$ cat src/rtl/qadc_stat_pkg.sv
package qadc_stat_pkg;
    typedef enum logic [1:0] {
        QS_IDLE      = 2'd0,
        QS_ACTIVE    = 2'd1,
        QS_SUSPENDED = 2'd2,
        QS_TRIG_PEND = 2'd3
    } qstate_e;

    typedef enum logic [1:0] {
        TM_SW_SINGLE = 2'd0,
        TM_SW_CONT   = 2'd1,
        TM_EXT_EDGE  = 2'd2,
        TM_TIMER     = 2'd3
    } tmode_e;

    typedef enum logic [1:0] {
        FL_CLEAR = 2'd0,
        FL_HELD  = 2'd1,
        FL_ARMED = 2'd2
    } flag_st_e;

    localparam int unsigned REG_W     = 16;
    localparam int unsigned NUM_FLAGS = 6;
    localparam int unsigned FLAG_LSB  = REG_W - NUM_FLAGS;
endpackage

$ cat src/rtl/ovr_qual.sv
module ovr_qual
    import qadc_stat_pkg::*;
#(
    parameter int QUEUE_SEL = 1
) (
    input  logic       trig_i,
    input  logic [1:0] state_i,
    input  logic [1:0] mode_i,
    output logic       ovr_o
);
    qstate_e st;
    tmode_e  md;
    assign st = qstate_e'(state_i);
    assign md = tmode_e'(mode_i);

    generate
        if (QUEUE_SEL == 1) begin : g_q1_rule
            // queue 1: active state, external edge mode only
            assign ovr_o = trig_i && (st == QS_ACTIVE) && (md == TM_EXT_EDGE);
        end else begin : g_q2_rule
            // queue 2: any non-idle state, external edge or timer mode
            assign ovr_o = trig_i && (st != QS_IDLE)
                           && ((md == TM_EXT_EDGE) || (md == TM_TIMER));
        end
    endgenerate
endmodule

$ cat src/rtl/flag_cell.sv
module flag_cell
    import qadc_stat_pkg::*;
(
    input  logic clk,
    input  logic rst_n,
    input  logic set_i,
    input  logic rd_i,
    input  logic wr_i,
    input  logic wbit_i,
    output logic lvl_o
);
    flag_st_e st_q, st_nxt;
    logic     clr_req, arm_req;

    assign clr_req = wr_i && !wbit_i;
    assign arm_req = rd_i && !wr_i;

    always_ff @(posedge clk or negedge rst_n) begin
        if (!rst_n) st_q <= FL_CLEAR;
        else        st_q <= st_nxt;
    end

    always_comb begin
        st_nxt = st_q;
        unique case (st_q)
            FL_CLEAR: if (set_i)   st_nxt = FL_HELD;
            FL_HELD:  if (arm_req) st_nxt = FL_ARMED;
            FL_ARMED: if (clr_req) st_nxt = set_i ? FL_HELD : FL_CLEAR;
            default:               st_nxt = FL_CLEAR;
        endcase
    end

    always_ff @(posedge clk or negedge rst_n) begin
        if (!rst_n) lvl_o <= 1'b0;
        else        lvl_o <= (st_nxt != FL_CLEAR);
    end

    AST_SET_WINS: assert property (@(posedge clk) disable iff (!rst_n)
        set_i |=> lvl_o);
    AST_CLR_NEEDS_ARM: assert property (@(posedge clk) disable iff (!rst_n)
        $fell(lvl_o) |-> $past(st_q == FL_ARMED && wr_i && !wbit_i));
    AST_W1_KEEPS: assert property (@(posedge clk) disable iff (!rst_n)
        (lvl_o && wr_i && wbit_i) |=> lvl_o);
endmodule

$ cat src/rtl/qadc_status_reg.sv
module qadc_status_reg
    import qadc_stat_pkg::*;
(
    input  logic        clk,
    input  logic        rst_n,
    input  logic        q1_end_done,
    input  logic        q1_pause_done,
    input  logic        q2_end_done,
    input  logic        q2_pause_done,
    input  logic        q1_trig,
    input  logic        q2_trig,
    input  logic [1:0]  q1_state,
    input  logic [1:0]  q1_mode,
    input  logic [1:0]  q2_state,
    input  logic [1:0]  q2_mode,
    input  logic        bus_rd,
    input  logic        bus_wr,
    input  logic [15:0] bus_wdata,
    output logic [15:0] bus_rdata,
    output logic [5:0]  flag_lvl
);
    logic [NUM_FLAGS-1:0] set_vec;
    logic                 ovr1, ovr2;
    logic                 unused_wlow;

    ovr_qual #(.QUEUE_SEL(1)) u_qual1 (
        .trig_i(q1_trig), .state_i(q1_state), .mode_i(q1_mode), .ovr_o(ovr1));
    ovr_qual #(.QUEUE_SEL(2)) u_qual2 (
        .trig_i(q2_trig), .state_i(q2_state), .mode_i(q2_mode), .ovr_o(ovr2));

    // bit order within the flag field is fixed by software decoding
    assign set_vec = {q1_end_done, q1_pause_done, q2_end_done,
                      q2_pause_done, ovr1, ovr2};

    generate
        for (genvar i = 0; i < NUM_FLAGS; i++) begin : g_flag
            flag_cell u_cell (
                .clk    (clk),
                .rst_n  (rst_n),
                .set_i  (set_vec[i]),
                .rd_i   (bus_rd),
                .wr_i   (bus_wr),
                .wbit_i (bus_wdata[FLAG_LSB+i]),
                .lvl_o  (flag_lvl[i])
            );
        end
    endgenerate

    assign bus_rdata   = {flag_lvl, {FLAG_LSB{1'b0}}};
    assign unused_wlow = ^bus_wdata[FLAG_LSB-1:0];

    AST_Q1_OVR_QUAL: assert property (@(posedge clk) disable iff (!rst_n)
        $rose(flag_lvl[1]) |-> $past(q1_trig && q1_state == 2'd1 && q1_mode == 2'd2));
    AST_Q2_OVR_QUAL: assert property (@(posedge clk) disable iff (!rst_n)
        $rose(flag_lvl[0]) |-> $past(q2_trig && q2_state != 2'd0 && q2_mode[1]));
    AST_Q1_DONE_SRC: assert property (@(posedge clk) disable iff (!rst_n)
        $rose(flag_lvl[5]) |-> $past(q1_end_done));
endmodule

$ cat config.mk
export PLATFORM = sky130hd
export DESIGN_NAME = qadc_status_reg
export DESIGN_NICKNAME = d
export VERILOG_FILES = /design/src/rtl/qadc_stat_pkg.sv /design/src/rtl/ovr_qual.sv /design/src/rtl/flag_cell.sv /design/src/rtl/qadc_status_reg.sv
export SDC_FILE = /design/constraint.sdc
export NUM_CORES = 1
export LEC_CHECK = 0
export ABC_AREA = 1
export BUFFER_PORTS_ARGS = -buffer_cell sky130_fd_sc_hd__buf_4
export CAP_MARGIN = 20
export CELL_PAD_IN_SITES_DETAIL_PLACEMENT = 2
export CELL_PAD_IN_SITES_GLOBAL_PLACEMENT = 2
export CORE_UTILIZATION = 22
export DETAILED_ROUTE_END_ITERATION = 12
export MAX_ROUTING_LAYER = met4
export PLACE_DENSITY = 0.82
export SETUP_SLACK_MARGIN = 0.15
export SYNTH_ARGS = -nofsm -noshare
export SYNTH_HDL_FRONTEND = slang
export SYNTH_HIERARCHICAL = 1
export SYNTH_SLANG_ARGS = --single-unit
$ cat constraint.sdc
create_clock -name clk -period 1 [get_ports clk]
set_input_delay 0.1 -clock clk [delete_from_list [all_inputs] [get_ports clk]]
set_output_delay 0.1 -clock clk [all_outputs]
set_load 0.1 [all_outputs]
# After elaboration in Yosys (flattened, before gate mapping)
# Index checks and enable logic that the tools add are counted.
[totals]
register_bits = 18
in_bits = 34
out_inout_bits = 22
word_cells = 90
[classes]
eq_ne = 16
muxes = 30
reduce_logical = 32
[op_table]
columns = ["cell", "count"]
rows = [
  ["$mux 2", 18],
  ["$pmux 2 s3", 6],
  ["$eq 2x2->1 const B", 9],
  ["$eq 2x1->1 const B", 7],
  ["$reduce_bool 2->1", 7],
  ["$logic_not 2->1", 6],
  ["$logic_and 1x1->1", 11],
  ["$logic_not 1->1", 7],
  ["$mux 1", 6],
  ["$logic_or 1x1->1", 1],
]

# Logic depth before layout (Yosys ltp)
# Gate-level depths: netlist of the first run.
[logic_depth]
word_depth = 7
ltp_mapped = 7

# By module
# The synthesis of the first run kept the hierarchy.
[by_module_without_submodules]
columns = ["module", "n_inst", "cells_each", "area_each_um2"]
rows = [
  ["flag_cell", 6, 23, 155.1],
  ["qadc_status_reg", 1, 17, 123.9],
  ["ovr_qual at u_qual1", 1, 5, 27.5],
  ["ovr_qual at u_qual2", 1, 3, 11.3],
]

# Worst setup path before layout of the first run
# OpenSTA, ideal clock, no wires.
[synth_timing]
path_kind = "reg-to-output"
start = "reg g_flag[0].u_cell.lvl_o"
end = "out flag_lvl[0]"
t_arrival_ps = 1324
required_ps = 900
slack_ps = -424
path_stages_with_launch = 2
path_cell_list = "dfrtp_1 -> buf_4"
[synth_rtl]
columns = ["element", "line_no", "source"]
rows = [
  ["from (decl)", "flag_cell.sv:10", "output logic lvl_o"],
  ["from (signal assigned)", "flag_cell.sv:35", "else lvl_o <= (st_nxt != FL_CLEAR);"],
  ["to (decl)", "qadc_status_reg.sv:20", "output logic [5:0] flag_lvl"],
]
# No word-level cell between the ends.

# Worst setup path after layout of the first run
[layout_timing]
start = "reg g_flag[5].u_cell.lvl_o"
end = "out bus_rdata[15]"
[layout_rtl]
columns = ["element", "line_no", "source"]
rows = [
  ["from (decl)", "flag_cell.sv:10", ""],
  ["from (signal assigned)", "flag_cell.sv:35", ""],
  ["to (decl)", "qadc_status_reg.sv:19", "output logic [15:0] bus_rdata,"],
]
# No word-level cell between the ends.

==> results summary, run 1 <==
The flow ran to the end, but the final reports show violations. The checks that failed: setup timing. The final count of negative-setup-slack endpoints is 12. The final layout net count came out at 230. The initial cell density of the core came out at 0.230. The tightest hold margin came out at 0.170 ns.

The clock network latency to the later pin of the worst-skew pair came out at 0.25 ns. The cell area that synthesis handed to floorplanning was 1090 um2. The net switching fraction of the power is 0.535. For hold timing, the worst endpoint is g_flag[5].u_cell/st_q[1]$_DFF_PN0_. In this run the critical register-to-register path is captured at g_flag[3].u_cell/lvl_o$_DFF_PN0_.

The number of global-route vias before repair is 1028. The combinational cell fraction of total power came out at 0.628. The part of the power in registers is 0.263.

The pin count of the biggest net entering global routing is 19. In this run the register-to-register setup slack is 0.17 ns. The number of placed I/O pins came out at 56.

The number of routed nets with antenna violations came out at 0. The average size of a mapped cell is 6.71 um2. The number of unique standard cell types used by synthesis came out at 9. The layout filler cell count came out at 588. The total half-perimeter wirelength after legalization and detailed placement is 2010 um. The ratio of cells with drive above 1 in the final layout is 0.303. The post-route standard cell area excluding fillers came out at 1580 um2. The static leakage power came out at 0.000887 uW.

The total wire length is 2490 um. The global-route wire length before repair is 4350 um. The largest fanout of any net on the critical path is 2.

The max capacitance violation total is 0. The share of total power dissipated in the clock network is 0.109. The clock edge transition at the registers on the reported setup and hold paths came out at 0.07 ns.

The standard cell core area came out at 4750 um2. The final count of hold timing violations is 0. The fmax came out at 959 MHz. The total net switching power came out at 2900 uW. Synthesis inferred 18 register bits. Once routing completed, OpenROAD measured the worst setup slack at -0.0432 ns. The CTS H-tree depth came out at 1. Setup repair after global routing could not meet its margin everywhere.

The worst setup skew after layout came out at 0.00198 ns. The worst hold path passes through 5 cells. The worst setup path is of the reg -> out kind. The number of port buffers is 34. The cell family contributing the most delay on the critical path is flip-flops. The worst ir drop on vdd came out at 0.00114 V. In the routed design, unresolved DRC markers number 0. The Yosys warning count came out at 6. The horizontal die dimension came out at 72.5 um. Global routing finished with a remaining overflow of 0. For this run, the register share of the synthesized area comes to 0.412. For the worst setup path, the data arrival time is 0.94 ns. The total count of max-transition violations in the final report is 0. The internal power of the cells totals 2520 uW. The number of cells on the worst reg-to-reg path is 4.

The startpoint identified for the worst hold timing path is bus_wdata[15]. STA classifies the critical path startpoint as a flop. The signal on the critical path passes through buf_8. The largest single stage delay on the critical path is 0.50 ns. The kind of end point of the critical path is an output port. The startpoint identified for the worst register-to-register timing path is g_flag[3].u_cell/st_q[0]$_DFF_PN0_.

For this design the ratio of total power to cell area is 3430 nW/um2. The detailed router finished its first iteration with 8 violations. The detailed-route vias per instance is 3.80. The clock buffer count from CTS came out at 3. The initial antenna violation count came out at 0. The root buffer cell chosen for the clock tree is sky130_fd_sc_hd__clkbuf_8. The gate count after technology mapping is 163. The count of standard-cell rows came out at 25. The number of post-CTS setup repair buffers came out at 0. From synthesis to final layout, the design area changed by 44.6%. The number of buffers between clock root and the deepest sink came out at 2.

The data required time at the worst endpoint came out at 0.90 ns. The post-place instance area came out at 1370 um2. The number of clock sinks seen by CTS is 18. The number of cells in the finished layout apart from fillers is 262. The top cell types in the final layout, fill and taps aside, are sky130_fd_sc_hd__nand2_1 (53), sky130_fd_sc_hd__inv_1 (34), sky130_fd_sc_hd__buf_4 (22). The post-placement cell count came out at 257.

The final route contains 995 vias. The path category of the worst min-delay check is in -> reg. The pre-antenna-repair detailed-routing pass consisted of 4 iterations. The final period utilization is 1.04. In the global route stage, overall resource usage came out at 0.111.

In this run the number of cells on the critical path is 1. The die boundary height came out at 72.5 um. The routability congestion estimate is 0.705. The commonest non-fill, non-tap cell in the layout is sky130_fd_sc_hd__nand2_1. The area of the die came out at 5260 um2. The shortest period the worst path allows is 1.04 ns. The total inserted antenna cells is 0. The routed length per placed instance came out at 9.50 um.

Counting both buffers and inverters, the worst setup path holds a total of 1. For this design, the slowest cell found on the critical path is sky130_fd_sc_hd__dfrtp_4. The CTS tree is done.
==> how the worst max path moves through the flow <==
stage                                        to                          startpoint  slack, ns
2_1_floorplan                       flag_lvl[0]    g_flag[0].u_cell/lvl_o$_DFF_PN0_       0.07
5_1_grt                             flag_lvl[5]    g_flag[5].u_cell/lvl_o$_DFF_PN0_      -0.06
4_1_cts                           bus_rdata[15]    g_flag[5].u_cell/lvl_o$_DFF_PN0_      -0.06
3_3_place_gp                        flag_lvl[5]    g_flag[5].u_cell/lvl_o$_DFF_PN0_       0.19
3_5_place_dp   g_flag[0].u_cell/lvl_o$_DFF_PN0_  g_flag[0].u_cell/st_q[0]$_DFF_PN0_       0.17
6_report                          bus_rdata[15]    g_flag[5].u_cell/lvl_o$_DFF_PN0_      -0.04
==> repair_timing <==
action,in CTS,in global routing
pin swaps,0,9
endpoints found under the setup margin,12,19
gates resized for setup,30,11
endpoints found under the hold margin,18,0
hold buffers,1,0
==> power by group through the flow <==
stage / logic [uW] / registers [uW] / clock network (uW)
after floorplan: 1960 / 2130 / 0
after global placement: 2840 / 1300 / 0
after detailed placement: 2890 / 1330 / 0
after CTS: 3340 / 1420 / 615
after global routing: 3600 / 1480 / 637
final: 3400 / 1430 / 591
==> sequential cells by signal, summed over array words and instances (netlist names) <==
name and flops:
g_flag.u_cell/st_q 12, g_flag.u_cell/lvl_o 6
==> final cells by class <==
type / instances / area (um2) / area share
Inverter: 38 / 143 / 0.0902
Multi-Input combinational cell: 100 / 422 / 0.267
Sequential cell: 18 / 473 / 0.299
Timing Repair Buffer: 35 / 405 / 0.256
Clock buffer: 4 / 55.1 / 0.0348
Tap cell: 67 / 83.8 / 0.0530
==> per-stage QoR <==
stage / setup slack (ns) / utilization / power (uW) / TNS (ns)
detailed placement: 0.170 / 0.288 / 4220 / 0
CTS: -0.0562 / 0.327 / 5380 / -0.585
global route: -0.0640 / 0.333 / 5710 / -0.685
floorplan: 0.0713 / - / 4090 / 0
finish: -0.0432 / 0.333 / 5420 / -0.447
global placement: 0.191 / 0.288 / 4150 / 0
==> cell usage after synthesis <==
cell type,number,area share
sky130_fd_sc_hd__nor2_2,7,0.040
sky130_fd_sc_hd__conb_1,1,0.0034
sky130_fd_sc_hd__nand3_2,1,0.0092
sky130_fd_sc_hd__nand4_1,6,0.034
sky130_fd_sc_hd__inv_1,38,0.13
sky130_fd_sc_hd__nor2_1,20,0.069
sky130_fd_sc_hd__nand2_1,56,0.19
sky130_fd_sc_hd__buf_4,16,0.11
sky130_fd_sc_hd__dfrtp_1,18,0.41
==> kinds of logic (layout without fill, tap and decap cells) <==
group,count (synthesis),after routing,synth area share
buffers and inverters,54,77,0.240
flip-flops,18,18,0.412
other,1,10,0.00343
AND/OR/NAND/NOR,90,90,0.344
==> layer usage <==
layer / up-vias / global-route usage / part of all wire
met2: 29 / 0.198 / 0.52
met3: 5 / 0.00417 / 0.034
li1: 503 / - / -
met1: 458 / 0.125 / 0.41
met5: - / - / 0
met4: 0 / 0.0588 / 0.026
Power figures use the tool's default switching activity.
==> run 2, diff against run 1 <==
Settings changed: CELL_PAD_IN_SITES_DETAIL_PLACEMENT 2 to 0, CELL_PAD_IN_SITES_GLOBAL_PLACEMENT 2 to 1, CORE_MARGIN set to 4, CORE_UTILIZATION 22 to 29, GPL_ROUTABILITY_DRIVEN set to 1, PLACE_DENSITY 0.82 to 0.81.
==> run 2 against run 1 <==
  * The run still ends with setup timing left
  * Combinational power down 5%
  * Die area down 8.4%
  * Sequential power fell by 4%
  * Via count fell by 7.4%
  * Setup slack better by 0.0030 ns
  * Final cell count decreased by 7.3%
  * Routed wire length down 18%
  * Clock skew about the same
  * Clock-buffer cell count did not move
  * Critical endpoint is now flag_lvl[3]
  * Largest cell class unchanged
  * Largest power group unchanged
==> results summary, run 2 (synthesized netlist as in run 1, its figures left out) <==
The flow ran to the end, but the final reports show violations. The final reports fail on setup timing. The endpoint identified for the worst register-to-register timing path is g_flag[3].u_cell/lvl_o$_DFF_PN0_.

The number of post-CTS setup repair buffers is 0. The number of placed instances, taps included, is 238. Global routing finished with a remaining overflow of 0. The register-to-register setup slack came out at 0.20 ns. The cell family contributing the most delay on the critical path is flip-flops.

The number of clock sinks seen by CTS is 18. The kind of end point of the critical path is an output port. The total inserted antenna cells came out at 0.

TritonCTS built the clock tree. The number of global-route vias before repair was 903. The worst register-to-register path has a depth of 4. The clock buffer count from CTS came out at 3.

After the first detailed-routing iteration, the DRC count stood at 20. The tightest hold margin came out at 0.177 ns. The ratio of cells with drive above 1 in the final layout came out at 0.287. The layout filler cell count came out at 400. After the flow finishes, the layout carries non-filler instances totaling 243.

After detailed routing, the number of remaining DRC violations is 0. The routed length per placed instance is 8.40 um. For this design the top-level I/O count stands at 56.

In the global route stage, overall resource usage came out at 0.0940. Timing analysis after detailed placement gives a worst setup slack of 0.208 ns. The sequential cell area in the final layout came out at 473 um2. The worst setup skew after layout is 0.00225 ns. The layout-stage area growth over the synthesis result is 38.1%. The flip-flop count of the largest register, all copies and words added is 12. The longest clock path from root to sink contains 2 buffers. For this design the static power due to leakage is 0.000870 uW. The cell sitting at the root of the clock tree is a sky130_fd_sc_hd__clkbuf_8.

The final count of negative-setup-slack endpoints came out at 12. The path length in cells of the critical path is 1. Of the available clock period, the critical path in the final layout requires 1.04. The number of search-and-repair iterations in the first detailed-routing pass is 4. After clock tree synthesis, the clock-pin slew on the worst setup and hold paths is 0.07 ns.

The startpoint of the worst-slack reg-to-reg timing path is g_flag[3].u_cell/st_q[1]$_DFF_PN0_. After detailed routing, the number of vias per cell comes to 3.79. The largest stage delay on the critical path is 0.50 ns. The horizontal die dimension came out at 69.4 um. The floorplan step defined a die boundary enclosing 4820 um2. The max capacitance violation total is 0.

Counting both buffers and inverters, the worst setup path holds a total of 1. Across all setup checks in the final design, the least slack found is -0.0402 ns. The clock network latency to the later pin of the worst-skew pair is 0.25 ns. The overall power after layout came out at 5180 uW. In the layout the commonest cells are sky130_fd_sc_hd__nand2_1 (54), sky130_fd_sc_hd__inv_1 (36), sky130_fd_sc_hd__buf_4 (22).

The tightest min-delay check is of the in -> reg type. The launching instance or port of the critical path is g_flag[3].u_cell/lvl_o$_DFF_PN0_. The critical path ends at flag_lvl[3]. The pin count of the biggest net entering global routing came out at 19.

The largest registers in the layout are g_flag.u_cell/st_q (12), g_flag.u_cell/lvl_o (6). The initial antenna violation count is 0. The worst ir drop on vdd is 0.000863 V. Traced cell by cell, the critical path runs through buf_8. In the final layout, the multi-input gates occupy 424 um2. The total half-perimeter wirelength after legalization and detailed placement is 1530 um.

Setup repair after global routing could not meet its margin everywhere. The largest fanout of any net on the critical path came out at 2. The number of port buffers is 34. The library cell contributing the largest single delay on the critical path is sky130_fd_sc_hd__dfrtp_4. The setup path with the least slack is of type reg -> out. The data arrival time at the worst-slack endpoint is 0.94 ns. The routed design has 2040 um of wire. Routability-driven placement finished with a final weighted congestion of 0.770. The CTS H-tree depth is 1. The first global-routing pass estimated 3680 um of wire. The critical path startpoint category is a flop. The final count of hold timing violations is 0. The fmax is 961 MHz.

The smallest clock period supported by the final layout is computed as 1.04 ns. The number of routed nets with antenna violations came out at 0. The count of standard-cell rows came out at 22. In this run the standard cell core region covers 3660 um2.

The setup TNS came out at -0.387 ns. The die boundary height came out at 69.4 um. Counting flops per register, the top entry is g_flag.u_cell/st_q. The via count came out at 921. The final layout net count came out at 230. The data required time at the worst endpoint is 0.90 ns. The library cell used most frequently in the layout, excluding fill and tap cells, is sky130_fd_sc_hd__nand2_1.

The total count of max-transition violations in the final report is 0. For this design the ratio of total power to cell area is 3430 nW/um2. The initial cell density of the core came out at 0.299.
[run 2: cell count changes in the layout (fill, tap and decap cells not counted)]
| cell | delta |
|---|---|
| sky130_fd_sc_hd__inv_1 | +2 |
| sky130_fd_sc_hd__inv_2 | -2 |
| sky130_fd_sc_hd__nor2_2 | -1 |
| sky130_fd_sc_hd__nor2_4 | +1 |
| sky130_fd_sc_hd__buf_6 | +4 |
| sky130_fd_sc_hd__nand2_1 | +1 |
| sky130_fd_sc_hd__buf_8 | +3 |
| sky130_fd_sc_hd__buf_12 | -7 |
| sky130_fd_sc_hd__nand2_2 | -1 |
[run 2: power by group]
group | switching [uW] | internal, uW
clock network | 239 | 350
registers | 288 | 1080
logic | 2290 | 925
total | 2820 | 2360
[run 2: layer usage]
| metal | global-route usage | wire length [um] |
|---|---|---|
| met1 | 0.115 | 951 |
| met2 | 0.147 | 912 |
| met3 | 0.0159 | 122 |
| met4 | 0.0521 | 54 |
| met5 | - | 0 |
[run 2: final cells by class]
| type | instances | area share |
|---|---|---|
| flip-flops and latches | 18 | 0.313 |
| repair buffers | 35 | 0.235 |
| multi-input cells | 100 | 0.281 |
| inverters | 38 | 0.0944 |
| clock buffers | 4 | 0.0365 |
| well taps | 48 | 0.0398 |
[run 2: how the worst min path moves through the flow]
stage                             start                                  to  slack (ns)  cells after the start
final                     bus_wdata[13]  g_flag[3].u_cell/st_q[1]$_DFF_PN0_        0.18                      5
after floorplan                   rst_n  g_flag[0].u_cell/st_q[0]$_DFF_PN0_       -0.20                      0
after global routing      bus_wdata[10]  g_flag[0].u_cell/st_q[1]$_DFF_PN0_        0.22                      5
after global placement            rst_n  g_flag[3].u_cell/st_q[0]$_DFF_PN0_       -0.02                      1
after CTS                 bus_wdata[11]  g_flag[1].u_cell/st_q[1]$_DFF_PN0_        0.18                      5
after detailed placement          rst_n  g_flag[3].u_cell/st_q[0]$_DFF_PN0_       -0.02                      1
[run 2: stage by stage]
step | instance area, um2 | utilization
CTS | 1480 | 0.404
finish | 1510 | 0.413
global placement | 1350 | 0.367
detailed placement | 1350 | 0.367
global route | 1510 | 0.413
floorplan | 1220 | -
[run 2: what timing repair did]
action,4_1_cts,5_1_grt
endpoints found under the hold margin,18,0
cloned,0,0
pin swaps,0,12
gates resized for setup,18,10
hold buffers,1,0
setup endpoints to repair,12,18
==> run 3, diff against run 2 <==
Settings changed: ABC_AREA 1 to 0, CORE_UTILIZATION 29 to 31.
==> run 3 against run 2 <==
  * The flow still finishes with violations (setup timing)
  * Critical endpoint unchanged
  * Combinational power rose by 17%
  * Clock skew fell by 0.0011 ns
  * Final cell count down 29%
  * Largest power group unchanged
  * Routed wire length up 4.4%
  * Critical path depth unchanged
  * Sequential power increased by 13%
  * Total power up 11%
  * Maximum frequency down 4.7%
  * First-iteration DRC count fell by 25%
==> results summary, run 3 <==
The clock buffer count from CTS came out at 3. Setup violations remaining at the end of the flow were counted as 12. The register with the highest flop count is g_flag.u_cell/st_q. The first global-routing pass estimated 3470 um of wire. For this design the ratio of total power to cell area is 3820 nW/um2.

The initial antenna violation count was 0. The analysis attributes to cell leakage a power of 0.000667 uW. The cell family contributing the most delay on the critical path is flip-flops.

The setup TNS is -1.04 ns. The worst-case IR drop observed on VDD is 0.000886 V. The total half-perimeter wirelength after legalization and detailed placement came out at 1550 um.

The cell chosen for the clock root is sky130_fd_sc_hd__clkbuf_4. The largest registers in the layout are g_flag.u_cell/st_q (12), g_flag.u_cell/lvl_o (6). The die boundary height came out at 65.1 um. The detailed-route vias per instance came out at 4.68. The number of unique standard cell types used by synthesis is 13.

The tool flagged a number of max-cap violations equal to 0. At the later pin of the worst-skew pair, clock insertion delay measures 0.29 ns. Across every metal layer, demand over resource in global routing totals 0.108. The number of synthesized flops with an enable pin came out at 0. The tightest hold margin came out at 0.103 ns. The worst hold path belongs to the class in -> reg. The total count of max-transition violations in the final report is 0.

The critical path buffer and inverter count is 1. The number of global-route vias before repair was 813. Wires add up to 2130 um.

Along the worst path, the maximum fanout reaches 2. The worst path setup slack after routing came out at -0.0912 ns. The routed length per placed instance came out at 12.3 um.

The register with the most flip-flops in the layout has 12 of them. The start-to-end type of the worst setup path is reg -> out. The kind of end point of the critical path is an output port. The final count of hold timing violations came to 0.

The share of the synthesized area in the top cell type came out at 0.446. The Yosys step of the flow raised 6 warnings. In the finished design, the share of the clock period the worst path needs comes to 1.09. The summed instance area of the synthesized netlist came out at 1010 um2. The data arrival time at the worst-slack endpoint came out at 0.99 ns.

The synthesized design spends more area on one cell type than any other, namely sky130_fd_sc_hd__dfrtp_1. The worst slack after detailed placement is 0.0786 ns. Yosys instantiated no cell more often than sky130_fd_sc_hd__dfrtp_1. For the finished layout, the period the worst path requires is 1.09 ns. Derived from the worst setup path, the maximum achievable clock frequency is 916 MHz.

The CTS H-tree depth is 1. The total inserted antenna cells is 0. The pin count of the biggest net entering global routing came out at 19. The critical path startpoint category is a flop. The number of routed nets with antenna violations is 0. The slowest stage of the critical path is the sky130_fd_sc_hd__dfrtp_4 cell. The portion of the post-synthesis area used by sequential elements is 0.446. The checks that failed: setup timing. From left edge to right edge, the die measures 65.1 um. The count of state elements after synthesis is 18.

The number of port buffers is 34. After clock tree synthesis, the clock-pin slew on the worst setup and hold paths is 0.10 ns. Traced cell by cell, the critical path runs through buf_6. The number of search-and-repair iterations in the first detailed-routing pass is 4. The via count is 810.

The final design utilization came out at 0.491. The gate count after technology mapping came out at 92. The clock passes through at most 2 buffers. By area the synthesized netlist is led by sky130_fd_sc_hd__dfrtp_1 (45%), sky130_fd_sc_hd__buf_4 (12%), sky130_fd_sc_hd__o32ai_2 (9.7%). At the end of routability-driven placement, the weighted congestion stood at 0.687. By count the netlist is led by sky130_fd_sc_hd__dfrtp_1 (18), sky130_fd_sc_hd__buf_4 (16), sky130_fd_sc_hd__nand2b_1 (12), sky130_fd_sc_hd__nor2_1 (7). The count of standard-cell rows came out at 20.

The area of the die came out at 4230 um2. In this run the mean area of a mapped cell was 11.0 um2. The commonest non-fill, non-tap cell in the layout is sky130_fd_sc_hd__buf_4.

TritonCTS built the clock tree. The initial cell density of the core came out at 0.328. The largest stage delay on the critical path is 0.51 ns.

The layout-stage area growth over the synthesis result came out at 49.8%. The number of remaining DRC errors came out at 0. The total grt overflow came out at 0. The final layout net count is 164. Setup repair after global routing could not meet its margin everywhere. The share of flip-flops with an asynchronous set or reset after synthesis is 1.00. The run finished, with violations left. Of the cells placed in the final design, the portion with a size suffix greater than 1 is 0.488. The top cell types in the final layout, fill and taps aside, are sky130_fd_sc_hd__buf_4 (23), sky130_fd_sc_hd__nand2b_1 (12), sky130_fd_sc_hd__dfrtp_1 (12). The worst setup skew after layout came out at 0.00115 ns. The number of DRC markers after the initial detailed-route iteration is 15. The tree built by TritonCTS fans out to 18 sinks. The number of placed I/O pins is 56. The standard cell core area came out at 3080 um2. For the worst setup path, the data required time is 0.90 ns.

For this run, the leading register cell type out of synthesis is sky130_fd_sc_hd__dfrtp_1.
-- run 3: worst register-to-register path, stage by stage, from the launching register on --
cell and delay [ns]:
sky130_fd_sc_hd__dfrtp_1 0.45, sky130_fd_sc_hd__and3b_1 0.19, sky130_fd_sc_hd__o32ai_2 0.21
-- run 3: final cells by class --
cell class	count	area (um2)
Fill cell	276	1570
Multi-Input combinational cell	67	498
Sequential cell	18	473
Timing Repair Buffer	40	450
Tap cell	44	55.1
Clock buffer	4	36.3
-- run 3: per-layer routing --
layer	global-route usage	up-vias	part of all wire	wire length (um)
li1	-	387	-	-
met1	0.110	394	0.38	819
met2	0.195	27	0.53	1130
met3	0.0173	2	0.069	146
met4	0.0622	0	0.014	30
met5	-	-	0	0
-- run 3: final timing paths --
path	cells past startpoint	startpoint	slack (ns)	endpoint
max	1	g_flag[3].u_cell/lvl_o$_DFF_PN0_	-0.09	flag_lvl[3]
min	3	q2_pause_done	0.10	g_flag[2].u_cell/st_q[0]$_DFF_PN0_
max reg2reg	2	g_flag[0].u_cell/st_q[0]$_DFF_PN0_	0.07	g_flag[0].u_cell/st_q[0]$_DFF_PN0_
min reg2reg	1	g_flag[2].u_cell/st_q[1]$_DFF_PN0_	0.55	g_flag[2].u_cell/st_q[0]$_DFF_PN0_
max in group asynchronous	2	rst_n	0.59	g_flag[0].u_cell/lvl_o$_DFF_PN0_
min in group asynchronous	2	rst_n	0.20	g_flag[1].u_cell/lvl_o$_DFF_PN0_
-- run 3: stage by stage --
stage / total power (uW) / area [um2] / std cells
3_5_place_dp: 4410 / 1260 / 163
5_1_grt: 5990 / 1510 / 173
6_report: 5770 / 1510 / 173
4_1_cts: 5560 / 1450 / 171
3_3_place_gp: 4340 / 1260 / 163
2_1_floorplan: 4350 / 1140 / 101
-- run 3: timing repair --
item,in CTS,in global routing
gates resized for setup,31,18
gates cloned,0,0
hold endpoints to repair,18,0
buffers inserted,3,2
pin swaps,0,4
hold buffers,1,0
setup endpoints to repair,18,28
-- run 3: power by group --
| part | internal [uW] | switching (uW) | total [uW] |
|---|---|---|---|
| combinational | 1440 | 2330 | 3770 |
| sequential | 1120 | 436 | 1550 |
| clock | 222 | 228 | 450 |
-- run 3: kinds of logic after synthesis --
| kind of cell | synth area share |
|---|---|
| compound gates | 0.181 |
| other cells | 0.00371 |
| buf+inv | 0.119 |
| simple gates | 0.250 |
| flops | 0.446 |
